## config.mk

```make
export PLATFORM = sky130hd
export DESIGN_NAME = mcast_addr_filter
export DESIGN_NICKNAME = d
export VERILOG_FILES = /design/src/rtl/mhf_pkg.sv /design/src/rtl/mhf_frame_seq.sv /design/src/rtl/mhf_crc_acc.sv /design/src/rtl/mhf_addr_cap.sv /design/src/rtl/mhf_filter_regs.sv /design/src/rtl/mcast_addr_filter.sv
export SDC_FILE = /design/constraint.sdc
export NUM_CORES = 1
export LEC_CHECK = 0
export CELL_PAD_IN_SITES_DETAIL_PLACEMENT = 0
export CELL_PAD_IN_SITES_GLOBAL_PLACEMENT = 2
export CORE_MARGIN = 2
export CORE_UTILIZATION = 40
export DETAILED_ROUTE_END_ITERATION = 7
export PLACE_DENSITY = 0.86
export SKIP_CTS_REPAIR_TIMING = 1
export SLEW_MARGIN = 20
export SYNTH_ARGS = -nofsm -noshare
export SYNTH_HDL_FRONTEND = slang
export SYNTH_SLANG_ARGS = --single-unit
```

## constraint.sdc

```tcl
create_clock -name clk -period 3.9 [get_ports clk]
set_input_delay 0.585 -clock clk [delete_from_list [all_inputs] [get_ports clk]]
set_output_delay 0.585 -clock clk [all_outputs]
set_load 0.005 [all_outputs]
```

## src/rtl/mhf_pkg.sv

```systemverilog
package mhf_pkg;

  localparam logic [31:0] CRC_SEED = 32'hFFFF_FFFF;
  localparam logic [31:0] CRC_POLY = 32'hEDB8_8320;

  typedef logic [7:0] octet_t;

  // One byte folded into a reflected CRC-32, bit 0 first.
  function automatic logic [31:0] crc_fold_byte(input logic [31:0] c_in,
                                                input octet_t      d);
    logic [31:0] c;
    c = c_in;
    for (int b = 0; b < 8; b++) begin
      if (c[0] ^ d[b]) c = (c >> 1) ^ CRC_POLY;
      else             c = c >> 1;
    end
    return c;
  endfunction

endpackage

```

## src/rtl/mhf_frame_seq.sv

```systemverilog
module mhf_frame_seq #(
  parameter int ADDR_BYTES = 6,
  localparam int CNT_W = $clog2(ADDR_BYTES + 1)
) (
  input  logic             clk,
  input  logic             rst_n,
  input  logic             byte_vld,
  input  logic             sof,
  output logic             take_first,
  output logic             take_byte,
  output logic [CNT_W-1:0] byte_pos,
  output logic             frame_done
);

  logic             active_q;
  logic [CNT_W-1:0] cnt_q;
  logic             done_q;
  logic             take_next;

  assign take_first = byte_vld & sof;
  assign take_next  = byte_vld & ~sof & active_q;
  assign take_byte  = take_first | take_next;
  assign byte_pos   = take_first ? '0 : cnt_q;
  assign frame_done = done_q;

  always_ff @(posedge clk) begin
    if (!rst_n) begin
      active_q <= 1'b0;
      cnt_q    <= '0;
      done_q   <= 1'b0;
    end else begin
      done_q <= 1'b0;
      if (take_first) begin
        active_q <= 1'b1;
        cnt_q    <= CNT_W'(1);
      end else if (take_next) begin
        cnt_q <= cnt_q + CNT_W'(1);
        if (cnt_q == CNT_W'(ADDR_BYTES - 1)) begin
          active_q <= 1'b0;
          done_q   <= 1'b1;
        end
      end
    end
  end

  // the byte counter never runs past the address length
  p_cnt_bound_r8: assert property (@(posedge clk) disable iff (!rst_n)
    cnt_q <= CNT_W'(ADDR_BYTES));

  // completion is preceded by consuming the last address byte
  p_done_source_r8: assert property (@(posedge clk) disable iff (!rst_n)
    $rose(done_q) |-> $past(take_next));

endmodule

```

## src/rtl/mhf_crc_acc.sv

```systemverilog
module mhf_crc_acc
  import mhf_pkg::*;
#(
  parameter int HASH_BITS = 6
) (
  input  logic                 clk,
  input  logic                 rst_n,
  input  logic                 take_first,
  input  logic                 take_byte,
  input  octet_t               byte_in,
  output logic [HASH_BITS-1:0] hash_idx
);

  logic [31:0] crc_q;
  logic [31:0] crc_base;

  assign crc_base = take_first ? CRC_SEED : crc_q;
  assign hash_idx = crc_q[31 -: HASH_BITS];

  always_ff @(posedge clk) begin
    if (!rst_n)         crc_q <= CRC_SEED;
    else if (take_byte) crc_q <= crc_fold_byte(crc_base, byte_in);
  end

  // the register only moves when a byte is taken
  p_crc_hold_r2: assert property (@(posedge clk) disable iff (!rst_n)
    !take_byte |=> $stable(crc_q));

endmodule

```

## src/rtl/mhf_addr_cap.sv

```systemverilog
module mhf_addr_cap
  import mhf_pkg::*;
#(
  parameter int ADDR_BYTES = 6,
  localparam int CNT_W  = $clog2(ADDR_BYTES + 1),
  localparam int ADDR_W = 8 * ADDR_BYTES
) (
  input  logic              clk,
  input  logic              rst_n,
  input  logic              take_byte,
  input  logic [CNT_W-1:0]  byte_pos,
  input  octet_t            byte_in,
  output logic [ADDR_W-1:0] addr,
  output logic              is_group,
  output logic              is_bcast
);

  // Byte 0 (first on the wire) sits in the most significant position.
  for (genvar g = 0; g < ADDR_BYTES; g++) begin : g_byte
    octet_t slot_q;
    always_ff @(posedge clk) begin
      if (!rst_n)
        slot_q <= '0;
      else if (take_byte && byte_pos == CNT_W'(g))
        slot_q <= byte_in;
    end
    assign addr[ADDR_W-1-8*g -: 8] = slot_q;
  end

  assign is_group = addr[ADDR_W-8];
  assign is_bcast = &addr;

endmodule

```

## src/rtl/mhf_filter_regs.sv

```systemverilog
module mhf_filter_regs #(
  parameter int HASH_BITS  = 6,
  parameter int REG_W      = 32,
  parameter int ADDR_BYTES = 6,
  localparam int TABLE_BITS  = 1 << HASH_BITS,
  localparam int NUM_HREG    = TABLE_BITS / REG_W,
  localparam int SEL_W       = $clog2(NUM_HREG + 2),
  localparam int ADDR_W      = 8 * ADDR_BYTES,
  localparam int STA_LO_BITS = ADDR_W - REG_W
) (
  input  logic                  clk,
  input  logic                  rst_n,
  input  logic                  wr_en,
  input  logic [SEL_W-1:0]      wr_sel,
  input  logic [REG_W-1:0]      wr_data,
  output logic [TABLE_BITS-1:0] table_bits,
  output logic [ADDR_W-1:0]     station
);

  for (genvar h = 0; h < NUM_HREG; h++) begin : g_hword
    logic [REG_W-1:0] word_q;
    always_ff @(posedge clk) begin
      if (!rst_n)
        word_q <= '0;
      else if (wr_en && wr_sel == SEL_W'(h))
        word_q <= wr_data;
    end
    assign table_bits[h*REG_W +: REG_W] = word_q;
  end

  logic [REG_W-1:0]       sta_hi_q;
  logic [STA_LO_BITS-1:0] sta_lo_q;

  always_ff @(posedge clk) begin
    if (!rst_n) begin
      sta_hi_q <= '0;
      sta_lo_q <= '0;
    end else if (wr_en) begin
      if (wr_sel == SEL_W'(NUM_HREG))     sta_hi_q <= wr_data;
      if (wr_sel == SEL_W'(NUM_HREG + 1)) sta_lo_q <= wr_data[REG_W-1 -: STA_LO_BITS];
    end
  end

  assign station = {sta_hi_q, sta_lo_q};

  // without a write the filter state does not move
  p_regs_hold_r1: assert property (@(posedge clk) disable iff (!rst_n)
    !wr_en |=> ($stable(table_bits) && $stable(station)));

endmodule

```

## src/rtl/mcast_addr_filter.sv

```systemverilog
module mcast_addr_filter
  import mhf_pkg::*;
#(
  parameter int ADDR_BYTES = 6,
  parameter int HASH_BITS  = 6,
  parameter int REG_W      = 32,
  localparam int TABLE_BITS = 1 << HASH_BITS,
  localparam int NUM_HREG   = TABLE_BITS / REG_W,
  localparam int SEL_W      = $clog2(NUM_HREG + 2),
  localparam int CNT_W      = $clog2(ADDR_BYTES + 1),
  localparam int ADDR_W     = 8 * ADDR_BYTES
) (
  input  logic             clk,
  input  logic             rst_n,
  input  logic             byte_vld,
  input  logic             sof,
  input  logic [7:0]       byte_in,
  input  logic             cfg_promisc,
  input  logic             wr_en,
  input  logic [SEL_W-1:0] wr_sel,
  input  logic [REG_W-1:0] wr_data,
  output logic             dec_valid,
  output logic             dec_accept
);

  logic                  take_first;
  logic                  take_byte;
  logic [CNT_W-1:0]      byte_pos;
  logic                  frame_done;
  logic [HASH_BITS-1:0]  hash_idx;
  logic [ADDR_W-1:0]     rx_addr;
  logic                  is_group;
  logic                  is_bcast;
  logic [TABLE_BITS-1:0] table_bits;
  logic [ADDR_W-1:0]     station;
  logic                  hash_hit;
  logic                  station_hit;

  mhf_frame_seq #(.ADDR_BYTES(ADDR_BYTES)) u_seq (
    .clk(clk), .rst_n(rst_n), .byte_vld(byte_vld), .sof(sof),
    .take_first(take_first), .take_byte(take_byte),
    .byte_pos(byte_pos), .frame_done(frame_done)
  );

  mhf_crc_acc #(.HASH_BITS(HASH_BITS)) u_crc (
    .clk(clk), .rst_n(rst_n), .take_first(take_first),
    .take_byte(take_byte), .byte_in(byte_in), .hash_idx(hash_idx)
  );

  mhf_addr_cap #(.ADDR_BYTES(ADDR_BYTES)) u_cap (
    .clk(clk), .rst_n(rst_n), .take_byte(take_byte), .byte_pos(byte_pos),
    .byte_in(byte_in), .addr(rx_addr), .is_group(is_group), .is_bcast(is_bcast)
  );

  mhf_filter_regs #(.HASH_BITS(HASH_BITS), .REG_W(REG_W), .ADDR_BYTES(ADDR_BYTES)) u_regs (
    .clk(clk), .rst_n(rst_n), .wr_en(wr_en), .wr_sel(wr_sel),
    .wr_data(wr_data), .table_bits(table_bits), .station(station)
  );

  // Word h covers indices h*REG_W .. h*REG_W+REG_W-1, so the upper half of
  // the index range lands in the high word.
  assign hash_hit    = table_bits[hash_idx];
  assign station_hit = (rx_addr == station);

  assign dec_valid  = frame_done;
  assign dec_accept = frame_done &
                      (cfg_promisc | (is_group ? (is_bcast | hash_hit) : station_hit));

  // the decision is a single-cycle pulse
  p_valid_pulse_r8: assert property (@(posedge clk) disable iff (!rst_n)
    dec_valid |=> !dec_valid);

  // promiscuous mode never rejects
  p_promisc_accept_r7: assert property (@(posedge clk) disable iff (!rst_n)
    (dec_valid && cfg_promisc) |-> dec_accept);

  // broadcast passes regardless of table contents
  p_bcast_accept_r6: assert property (@(posedge clk) disable iff (!rst_n)
    (dec_valid && is_bcast) |-> dec_accept);

  // a unicast mismatch is rejected outside promiscuous mode
  p_unicast_miss_r5: assert property (@(posedge clk) disable iff (!rst_n)
    (dec_valid && !cfg_promisc && !is_group && rx_addr != station) |-> !dec_accept);

  // an empty table rejects non-broadcast group frames
  p_empty_table_r4: assert property (@(posedge clk) disable iff (!rst_n)
    (dec_valid && !cfg_promisc && is_group && !is_bcast && table_bits == '0) |-> !dec_accept);

endmodule

```

# Word level (Yosys, flattened, before mapping)
# Cells that the tools add are included.
[word_totals] register_bits=197 word_cells=104
[op_classes] n_addsub=1 magnitude_cmp=1 eq_ne=10 mux=33 bitwise=26 reduce_logical=18
[op_table] cell="two-way mux 32 bit" n=23
[op_table] cell="NOT 13 -> 14 bit" n=8
[op_table] cell="== test 48 bit" n=1
[op_table] cell="AND reduction 48 bit" n=1
[op_table] cell="== test 3 bit, second input constant" n=3
[op_table] cell="logical AND 1 bit" n=8
[op_table] cell="two-way mux 1 bit" n=8
[op_table] cell="XOR 1 bit" n=8
[op_table] cell="< comparator 6 x 7 -> 1 bit, second input constant" n=1
[op_table] cell="binary-select mux 1 bit (select 6 bit)" n=1
[op_table] cell="== test 3 x 2 -> 1 bit, second input constant" n=2
[op_table] cell="AND reduction 2 bit" n=3
[op_table] cell="bitwise AND 1 bit" n=4
[op_table] cell="== test 2 bit, second input constant" n=2
[op_table] cell="nonzero test 2 bit" n=2
[op_table] cell="adder 3 x 1 -> 3 bit, second input constant" n=1
[op_table] cell="== test 3 x 1 -> 1 bit, second input constant" n=1
[op_table] cell="logical NOT 3 bit" n=1
[op_table] cell="two-way mux 3 bit" n=1
[op_table] cell="NOT 1 bit" n=3
[op_table] cell="OR 1 bit" n=3
[op_table] cell="OR reduction 3 bit" n=1
[op_table] cell="== test 2 x 1 -> 1 bit, second input constant" n=1
[op_table] cell="logical NOT 2 bit" n=1
[op_table] cell="OR reduction 2 bit" n=1

# Logic depth before layout (Yosys ltp)
# Gate-level depths: netlist (run 1).
[depth] depth_word=32 ltp_mapped=8 depth_no_buf=7

# Hierarchy
# Synthesis (run 1) repeated with hierarchy kept, for this count alone.
[unflattened] hier_cells=1052 area_unflattened_um2=10129.7
[by_module_without_submodules] module="mhf_filter_regs" instances=1 cells_each=401 area_per_inst_um2=4167.7 seq_area_each_um2=2242.2
[by_module_without_submodules] module="mhf_crc_acc" instances=1 cells_each=310 area_per_inst_um2=2539.9 seq_area_each_um2=640.6
[by_module_without_submodules] module="mhf_addr_cap" instances=1 cells_each=209 area_per_inst_um2=2010.7 seq_area_each_um2=960.9
[by_module_without_submodules] module="mcast_addr_filter" instances=1 cells_each=101 area_per_inst_um2=1142.3 seq_area_each_um2=0.0
[by_module_without_submodules] module="mhf_frame_seq" instances=1 cells_each=31 area_per_inst_um2=269.0 seq_area_each_um2=100.1

# Worst setup path before layout (run 1)
# OpenSTA, ideal clock, no wires.
[synth_path] path_type="flip-flop to output port" start="register u_crc.crc_q[27]" end="output dec_accept" arrival_time_ns=1.908 required_time_ns=3.315 path_slack_ns=1.407 path_stages_with_launch=9 n_path_buf=2 path_cell_list="dfxtp_1 > buf_2 > buf_2 > mux4_2 > mux4_2 > mux2i_1 > o21ai_1 > o21ai_1 > a21boi_1"
[synth_via] elab_chain_cells=6
[synth_rtl] element="from (decl)" line="mhf_crc_acc.sv:14" text="logic [31:0] crc_q;"
[synth_rtl] element="from (signal assigned)" line="mhf_crc_acc.sv:22" text="else if (take_byte) crc_q <= crc_fold_byte(crc_base, byte_in);"
[synth_rtl] element="binary-select mux 1 bit (select 6 bit)" line="mcast_addr_filter.sv:62" text="assign hash_hit = table_bits[hash_idx];"
[synth_rtl] element="two-way mux 1 bit (not written as such)" line="mcast_addr_filter.sv:62"
[synth_rtl] element="OR 1 bit" line="mcast_addr_filter.sv:67" text="(cfg_promisc | (is_group ? (is_bcast | hash_hit) : station_hit));"
[synth_rtl] element="two-way mux 1 bit" line="mcast_addr_filter.sv:67"
[synth_rtl] element="OR 1 bit" line="mcast_addr_filter.sv:67"
[synth_rtl] element="bitwise AND 1 bit" line="mcast_addr_filter.sv:66" text="assign dec_accept = frame_done &"
[synth_rtl] element="to (decl)" line="mcast_addr_filter.sv:23" text="output logic dec_accept"
# Every way passes these cells. The select of a mux whose other input is x is not followed.

# Worst setup path in the final report (run 1)
[layout_path] start="register u_crc.crc_q[26]" end="output dec_accept"
# The elaborated chain is that of the path after synthesis.

==> impl_metrics.csv, run 1 <==
group,metric,value,unit
route,drt_first_pass_iters,7,
critical_path,crit_fanout,16,
clock_tree,cts_tree,"yes",
floorplanning,floorplan.initialDensity,0.4067,
synth,avgSynthCellArea,9.082,um^2
global_routing,grt.overflow.total,0,
power_and_ir_drop,p_leak,0.004009,uW
timing,fin_skew,0.009218,ns
power_and_ir_drop,p_seq_frac,0.450,
synth,yosysSeqAreaShare,0.4132,
global_routing,antenna_found_initial,0,
clock_tree,insertion_delay,0.43,ns
layout,antenna_cells,0,
min_path,hold_class,"reg2reg",
power_and_ir_drop,netSwitchingPower,1476,uW
power_and_ir_drop,power_frac_comb,0.206,
layout,drive_above_1_share,0.09015,
route,dr.first_iter.drc_count,490,
critical_path,cp.arrival,3.05,ns
power_and_ir_drop,swShare,0.3015,
place,placed_cells,1363,
clock_tree,clock-sinks,197,
timing,min_period,3.638,ns
floorplanning,die_w,158.5,um
power_and_ir_drop,finalPower,4896,uW
floorplanning,die-area,0.02512,mm^2
clock_tree,path_clk_slew,0.07,ns
floorplanning,die_y,158.5,um
floorplanning,rows,56,
critical_path,crit_path_end_kind,"primary output",
power_and_ir_drop,p_int,3420,uW
timing,rsz0062_at_grt,"false",
synth,synth.cell_area,0.009545,mm^2
timing,worstMarginPinSlew,0.8039,ns
floorplanning,coreArea,0.02347,mm^2
synth,synthArstFlopShare,0,
global_routing,grt_max_degree,81,
critical_path,startpoint_type,"flip-flop",
timing,hold_viol,0,
floorplanning,ios,50,
outcome,status,"finished, final reports clean",
synth,synth_common_cells,"nand2_1 (265), dfxtp_1 (197), a21boi_0 (112)",
synth,synth_top_area_frac,0.4132,
synth,synthCells,1051,
global_routing,grt_usage,0.2159,
route,finalWirelength,25.96,mm
route,ant_nets,0,
critical_path,path_class,"reg2out",
timing,slew_viol_final,0,
timing,maxSlewHeadroom,0.4635,
synth,ys_warn_count,0,
timing,max_freq,274.9,MHz
route,drc,0,
synth,ys_seq_elements,197,
clock_tree,cts_root_buffer,"clkbuf_16",
synth,synth.distinct_cells,45,
power_and_ir_drop,pwr-share-clk,0.344,
clock_tree,numCtsBuffers,17,
place,port_buffers,49,
global_routing,first_global_vias,6733,
synth,synth.area.top_cells,"dfxtp_1 (41%), nand2_1 (10%), a21boi_0 (8.8%)",
layout,syn2layout_area_growth,13.67,%
synth,synth_flop_cell,"dfxtp_1",
route,viasPerCell,5.079,
power_and_ir_drop,p_per_area,451.2,mW/mm^2
timing,setup_viol,0,
timing,timing.final.crit_share,0.9327,
timing,tns,0,ns
global_routing,grt_pass1_wl,40.25,mm
power_and_ir_drop,ir_worst_vdd,0.2353,mV
clock_tree,cts_buffer_depth,2,
clock_tree,cts_htree_levels,4,
layout,fillCellCount,2310,
layout,nets,1113,
place,hpwl,18.54,mm
critical_path,cp.required,3.31,ns
timing,timing.hold.ws,0.4628,ns
route,vias,7085,
layout,fin_area,0.01085,mm^2
synth,synth-edff-count,0,
route,wl_per_cell,18.61,um
synth,synth_nets,1101,
layout,stdcell_count,1395,
synth,yosysMostFrequentCell,"nand2_1",
synth,synth_area_leader_cell,"dfxtp_1",
flow_run,drv_cap,0,
place,place_area,0.01030,mm^2
place,gp_congestion,0.8480,
area by class of cell:
type | instances | area [um^2] | area share
Clock buffer | 18 | 429.2 | 0.03955
Clock inverter | 14 | 120.1 | 0.01107
Inverter | 2 | 7.507 | 0.0006919
Multi-Input combinational cell | 774 | 5285 | 0.4871
Sequential cell | 197 | 3944 | 0.3635
Tap cell | 319 | 399.1 | 0.03679
Timing Repair Buffer | 71 | 665.6 | 0.06135
power by group through the flow:
| stage | registers [uW] | logic [uW] | clock network, uW |
|---|---|---|---|
| final | 2200 | 1010 | 1680 |
| after global routing | 2210 | 1110 | 1790 |
| after CTS | 2200 | 1020 | 1710 |
| after detailed placement | 2250 | 1010 | 0 |
| after global placement | 2250 | 1010 | 0 |
| after floorplan | 2200 | 790 | 0 |
through the flow:
step | setup WS (ns) | utilization
6_report | 0.2623 | 0.4623
3_3_place_gp | 0.5834 | 0.4387
2_1_floorplan | 1.407 | -
5_1_grt | 0.09773 | 0.4623
3_5_place_dp | 0.6113 | 0.4387
4_1_cts | 0.1297 | 0.4621
per-layer routing:
layer / track usage / wire length [um] / vias to the layer above
met4: 0.05877 / 496 / 0
met5: 0 / 0 / -
met3: 0.03511 / 1012 / 24
met1: 0.3223 / 13360 / 3383
met2: 0.3213 / 11100 / 146
li1: - / - / 3532
path summary, 6_finish.rpt:
check / start / cells after the start / end / slack (ns)
setup / recovery: u_crc.crc_q[26]$_SDFFE_PN1P_ / 8 / dec_accept / 0.26
hold / removal: u_regs.g_hword[0].word_q[23]$_SDFFE_PN0P_ / 2 / u_regs.g_hword[0].word_q[23]$_SDFFE_PN0P_ / 0.46
setup reg to reg: u_crc.crc_q[0]$_SDFFE_PN1P_ / 6 / u_crc.crc_q[20]$_SDFFE_PN1P_ / 1.78
hold reg to reg: u_regs.g_hword[0].word_q[23]$_SDFFE_PN0P_ / 2 / u_regs.g_hword[0].word_q[23]$_SDFFE_PN0P_ / 0.46
cells in the final DEF, fill, tap and decap left out, drive strengths merged, types with 18 or more instances in the layout:
cell type	count
buf	23
nor2b	49
dfxtp	197
mux2i	51
xnor2	89
nand4	21
o211ai	23
mux4	18
xor2	40
nand2	265
a21boi	113
clkbuf	18
clkdlybuf4s50	48
nor2	40
logic make-up (layout without fill, tap and decap cells):
logic type / count (synthesis) / in the layout / synth area share
AND/OR/NAND/NOR: 409 / 409 / 0.1897
buffers and inverters: 80 / 105 / 0.03644
multiplexers: 69 / 69 / 0.09634
flip-flops: 197 / 197 / 0.4132
XOR/XNOR: 129 / 129 / 0.1357
AO/OA/AOI/OAI: 165 / 165 / 0.1261
adder cells (fa/ha/maj): 2 / 2 / 0.002621
flip-flops by register name, indices dropped and copies added (netlist names):
name                   cells
u_regs.sta_lo_q           16
u_regs.g_hword.word_q     64
u_regs.sta_hi_q           32
u_cap.g_byte.slot_q       48
u_seq.cnt_q                3
u_seq.frame_done           1
u_seq.active_q             1
u_crc.crc_q               32
worst max-delay path, stage by stage, from the launching register on:
cell,delay (ns)
dfxtp_1,0.31
buf_4,0.25
mux4_1,0.57
mux4_2,0.47
mux2i_1,0.16
o21ai_1,0.09
o21ai_2,0.22
a21boi_1,0.10
clkdlybuf4s50_1,0.45
No activity file was read; power rests on OpenSTA's default activity.
==> run 2, diff against run 1 <==
--- a/config.mk
+++ b/config.mk
@@ -10,9 +10,10 @@
 export CORE_MARGIN = 2
 export CORE_UTILIZATION = 40
 export DETAILED_ROUTE_END_ITERATION = 7
-export PLACE_DENSITY = 0.86
+export PLACE_DENSITY = 0.84
 export SKIP_CTS_REPAIR_TIMING = 1
 export SLEW_MARGIN = 20
 export SYNTH_ARGS = -nofsm -noshare
 export SYNTH_HDL_FRONTEND = slang
+export SYNTH_HIERARCHICAL = 1
 export SYNTH_SLANG_ARGS = --single-unit
==> impl_metrics.csv, run 2 <==
group,metric,value,unit
critical_path,crit_fanout,10,
power_and_ir_drop,finalPower,5082,uW
power_and_ir_drop,swShare,0.3042,
power_and_ir_drop,ir_worst_vdd,0.2809,mV
min_path,hold_class,"reg2reg",
route,met2_length,13.16,mm
synth,synth_nets,1102,
timing,slew_viol_final,0,
route,finalWirelength,26.34,mm
clock_tree,numCtsBuffers,17,
layout,stdcell_count,1413,
layout,reg_top3,"u_regs/g_hword.word_q: 64 flops, u_cap/g_byte.slot_q: 48 flops",
timing,fin_skew,0.01032,ns
power_and_ir_drop,netSwitchingPower,1546,uW
synth,synthCells,1052,
layout,regArea,0.003949,mm^2
critical_path,crit_start,"u_crc/crc_q[27]$_SDFFE_PN1P_",
power_and_ir_drop,pwr-share-clk,0.362,
layout,antenna_cells,0,
layout,fin_area,0.01132,mm^2
place,gp_congestion,0.8357,
global_routing,grt_usage,0.2052,
route,ant_nets,0,
layout,multiInputGateArea,0.005610,mm^2
route,m1WireLength,12.19,mm
timing,min_period,3.694,ns
critical_path,r2r_start,"u_crc/crc_q[1]$_SDFFE_PN1P_",
global_routing,grt_pass1_wl,41.66,mm
floorplanning,ios,50,
route,wl_per_cell,18.64,um
layout,final_cell_mix,"nand2_1 (224), dfxtp_1 (195), mux2i_1 (141)",
global_routing,grt_max_degree,106,
min_path,min-delay-start,"u_regs/g_hword[0].word_q[30]$_SDFFE_PN0P_",
layout,nets,1120,
critical_path,r2r_setup_slack,1.75,ns
critical_path,crit_path_end_kind,"primary output",
synth,synth-edff-count,0,
floorplanning,die_w,163.1,um
floorplanning,floorplan.initialDensity,0.4046,
floorplanning,rows,58,
outcome,status,"finished, final reports clean",
global_routing,grt.overflow.total,0,
place,place_area,0.01069,mm^2
layout,syn2layout_area_growth,11.71,%
synth,synth_top_area_frac,0.3893,
synth,synth.cell_area,0.01013,mm^2
power_and_ir_drop,p_int,3536,uW
synth,ys_warn_count,6,
clock_tree,cts_tree,"yes",
clock_tree,cts_htree_levels,4,
power_and_ir_drop,p_leak,0.004725,uW
synth,avgSynthCellArea,9.629,um^2
critical_path,path_class,"reg2out",
route,drt_first_pass_iters,5,
synth,synth_flop_cell,"dfxtp_1",
layout,regMostFlops,"u_regs/g_hword.word_q",
power_and_ir_drop,power_frac_comb,0.202,
flow_run,drv_cap,0,
synth,yosysSeqAreaShare,0.3893,
timing,hold_viol,0,
synth,synth.distinct_cells,61,
clock_tree,path_clk_slew,0.07,ns
synth,synth_common_cells,"nand2_1 (224), dfxtp_1 (197), mux2i_1 (141)",
floorplanning,die-area,0.02661,mm^2
route,top_layer,"met4",
layout,layout_commonest_cell,"nand2_1",
critical_path,cp.arrival,3.11,ns
timing,max_freq,270.7,MHz
route,dr.first_iter.drc_count,340,
clock_tree,cts_root_buffer,"clkbuf_16",
synth,ys_seq_elements,197,
route,vias,7214,
place,port_buffers,49,
timing,timing.final.crit_share,0.9471,
place,hpwl,19.05,mm
timing,rsz0062_at_grt,"false",
layout,fillCellCount,2455,
global_routing,antenna_found_initial,0,
synth,synthArstFlopShare,0,
clock_tree,insertion_delay,0.43,ns
synth,synth_area_leader_cell,"dfxtp_1",
route,viasPerCell,5.105,
layout,largest_reg_flops,64,
route,wl_met3,698,um
power_and_ir_drop,p_seq_frac,0.437,
power_and_ir_drop,p_per_area,449.1,mW/mm^2
timing,maxSlewHeadroom,0.4561,
floorplanning,die_y,163.1,um
timing,setup_viol,0,
clock_tree,cts_buffer_depth,2,
synth,yosysMostFrequentCell,"nand2_1",
timing,worstMarginPinSlew,0.8134,ns
critical_path,startpoint_type,"flip-flop",
critical_path,cp.required,3.31,ns
synth,synth.area.top_cells,"dfxtp_1 (39%), mux2i_1 (14%), nand2_1 (8.3%)",
route,drc,0,
clock_tree,clock-sinks,197,
place,placed_cells,1381,
floorplanning,coreArea,0.02504,mm^2
layout,drive_above_1_share,0.08957,
global_routing,first_global_vias,7285,
## run 2: cell count changes after synthesis, sizes merged, moves of 11 or more
cell / change
xnor2: -12
buf: +46
clkbuf: -45
xor2: +19
mux2i: +90
a21boi: -85
nor2b: -21
o21ai: +11
nand2: -39
nor2: +17
## run 2: cells by family (layout without fill, tap and decap cells)
| family | after synthesis | count (layout) | share of synthesized area |
|---|---|---|---|
| and+or+nand+nor | 380 | 380 | 0.1732 |
| DFF | 197 | 197 | 0.3893 |
| muxes | 160 | 160 | 0.1856 |
| xor gates and xnor gates | 138 | 138 | 0.1277 |
| AOI/OAI and AO/OA | 91 | 91 | 0.06411 |
| buffers and inverters | 84 | 115 | 0.05756 |
| adders and majority gates | 2 | 2 | 0.002470 |
## run 2: layout make-up
cell class	instances	area share
clock buffer	18	0.03881
multi-input combinational	771	0.4958
inverter	5	0.001659
clock inverter	14	0.01559
timing repair buffer	78	0.06269
sequential	197	0.3490
tap	330	0.03649
## run 2: metrics by stage
step	utilization	hold WS (ns)	setup WS, ns	TNS (ns)
2_1_floorplan	-	0.4299	1.332	0
3_3_place_gp	0.4271	0.4413	0.3630	0
3_5_place_dp	0.4271	0.4452	0.3259	0
4_1_cts	0.4517	0.4579	-0.1395	-0.1395
5_1_grt	0.4520	0.4770	0.02955	0
6_report	0.4520	0.4581	0.2063	0
## run 2: per-layer routing
metal  vias to the layer above  global-route usage
li1                       3598                   -
met1                      3500              0.2647
met2                       100              0.3590
met3                        16             0.03454
met4                         0             0.04706
met5                         -                   0
## run 2: final timing paths
check                                                                 end  cells past startpoint
worst max register to register               u_crc/crc_q[26]$_SDFFE_PN1P_                      6
worst min-delay path            u_regs/g_hword[0].word_q[30]$_SDFFE_PN0P_                      2
worst max-delay path                                           dec_accept                      9
worst min register to register  u_regs/g_hword[0].word_q[30]$_SDFFE_PN0P_                      2
## run 2: power by group through the flow
stage	clock, uW	sequential [uW]	combinational, uW
after floorplan	0	2200	853
after global placement	0	2270	1020
after detailed placement	0	2270	1030
after CTS	1880	2220	1040
after global routing	1970	2230	1120
final	1840	2220	1020
## run 2: worst max-delay path: stages, from the launching register on
cell and delay [ns]:
dfxtp_4 0.44, buf_4 0.18, mux4_1 0.57, mux2_2 0.28, nor3b_1 0.22, nor4_1 0.07, o31ai_1 0.24, buf_4 0.18
a21boi_1 0.06, clkdlybuf4s50_1 0.44
==> run 3, diff against run 2 <==
--- a/config.mk
+++ b/config.mk
@@ -10,6 +10,7 @@
 export CORE_MARGIN = 2
 export CORE_UTILIZATION = 40
 export DETAILED_ROUTE_END_ITERATION = 7
+export HOLD_SLACK_MARGIN = 0.02
 export PLACE_DENSITY = 0.84
 export SKIP_CTS_REPAIR_TIMING = 1
 export SLEW_MARGIN = 20
==> results of run 3 <==
The final DEF is identical to that of run 2; final timing and power are the same.
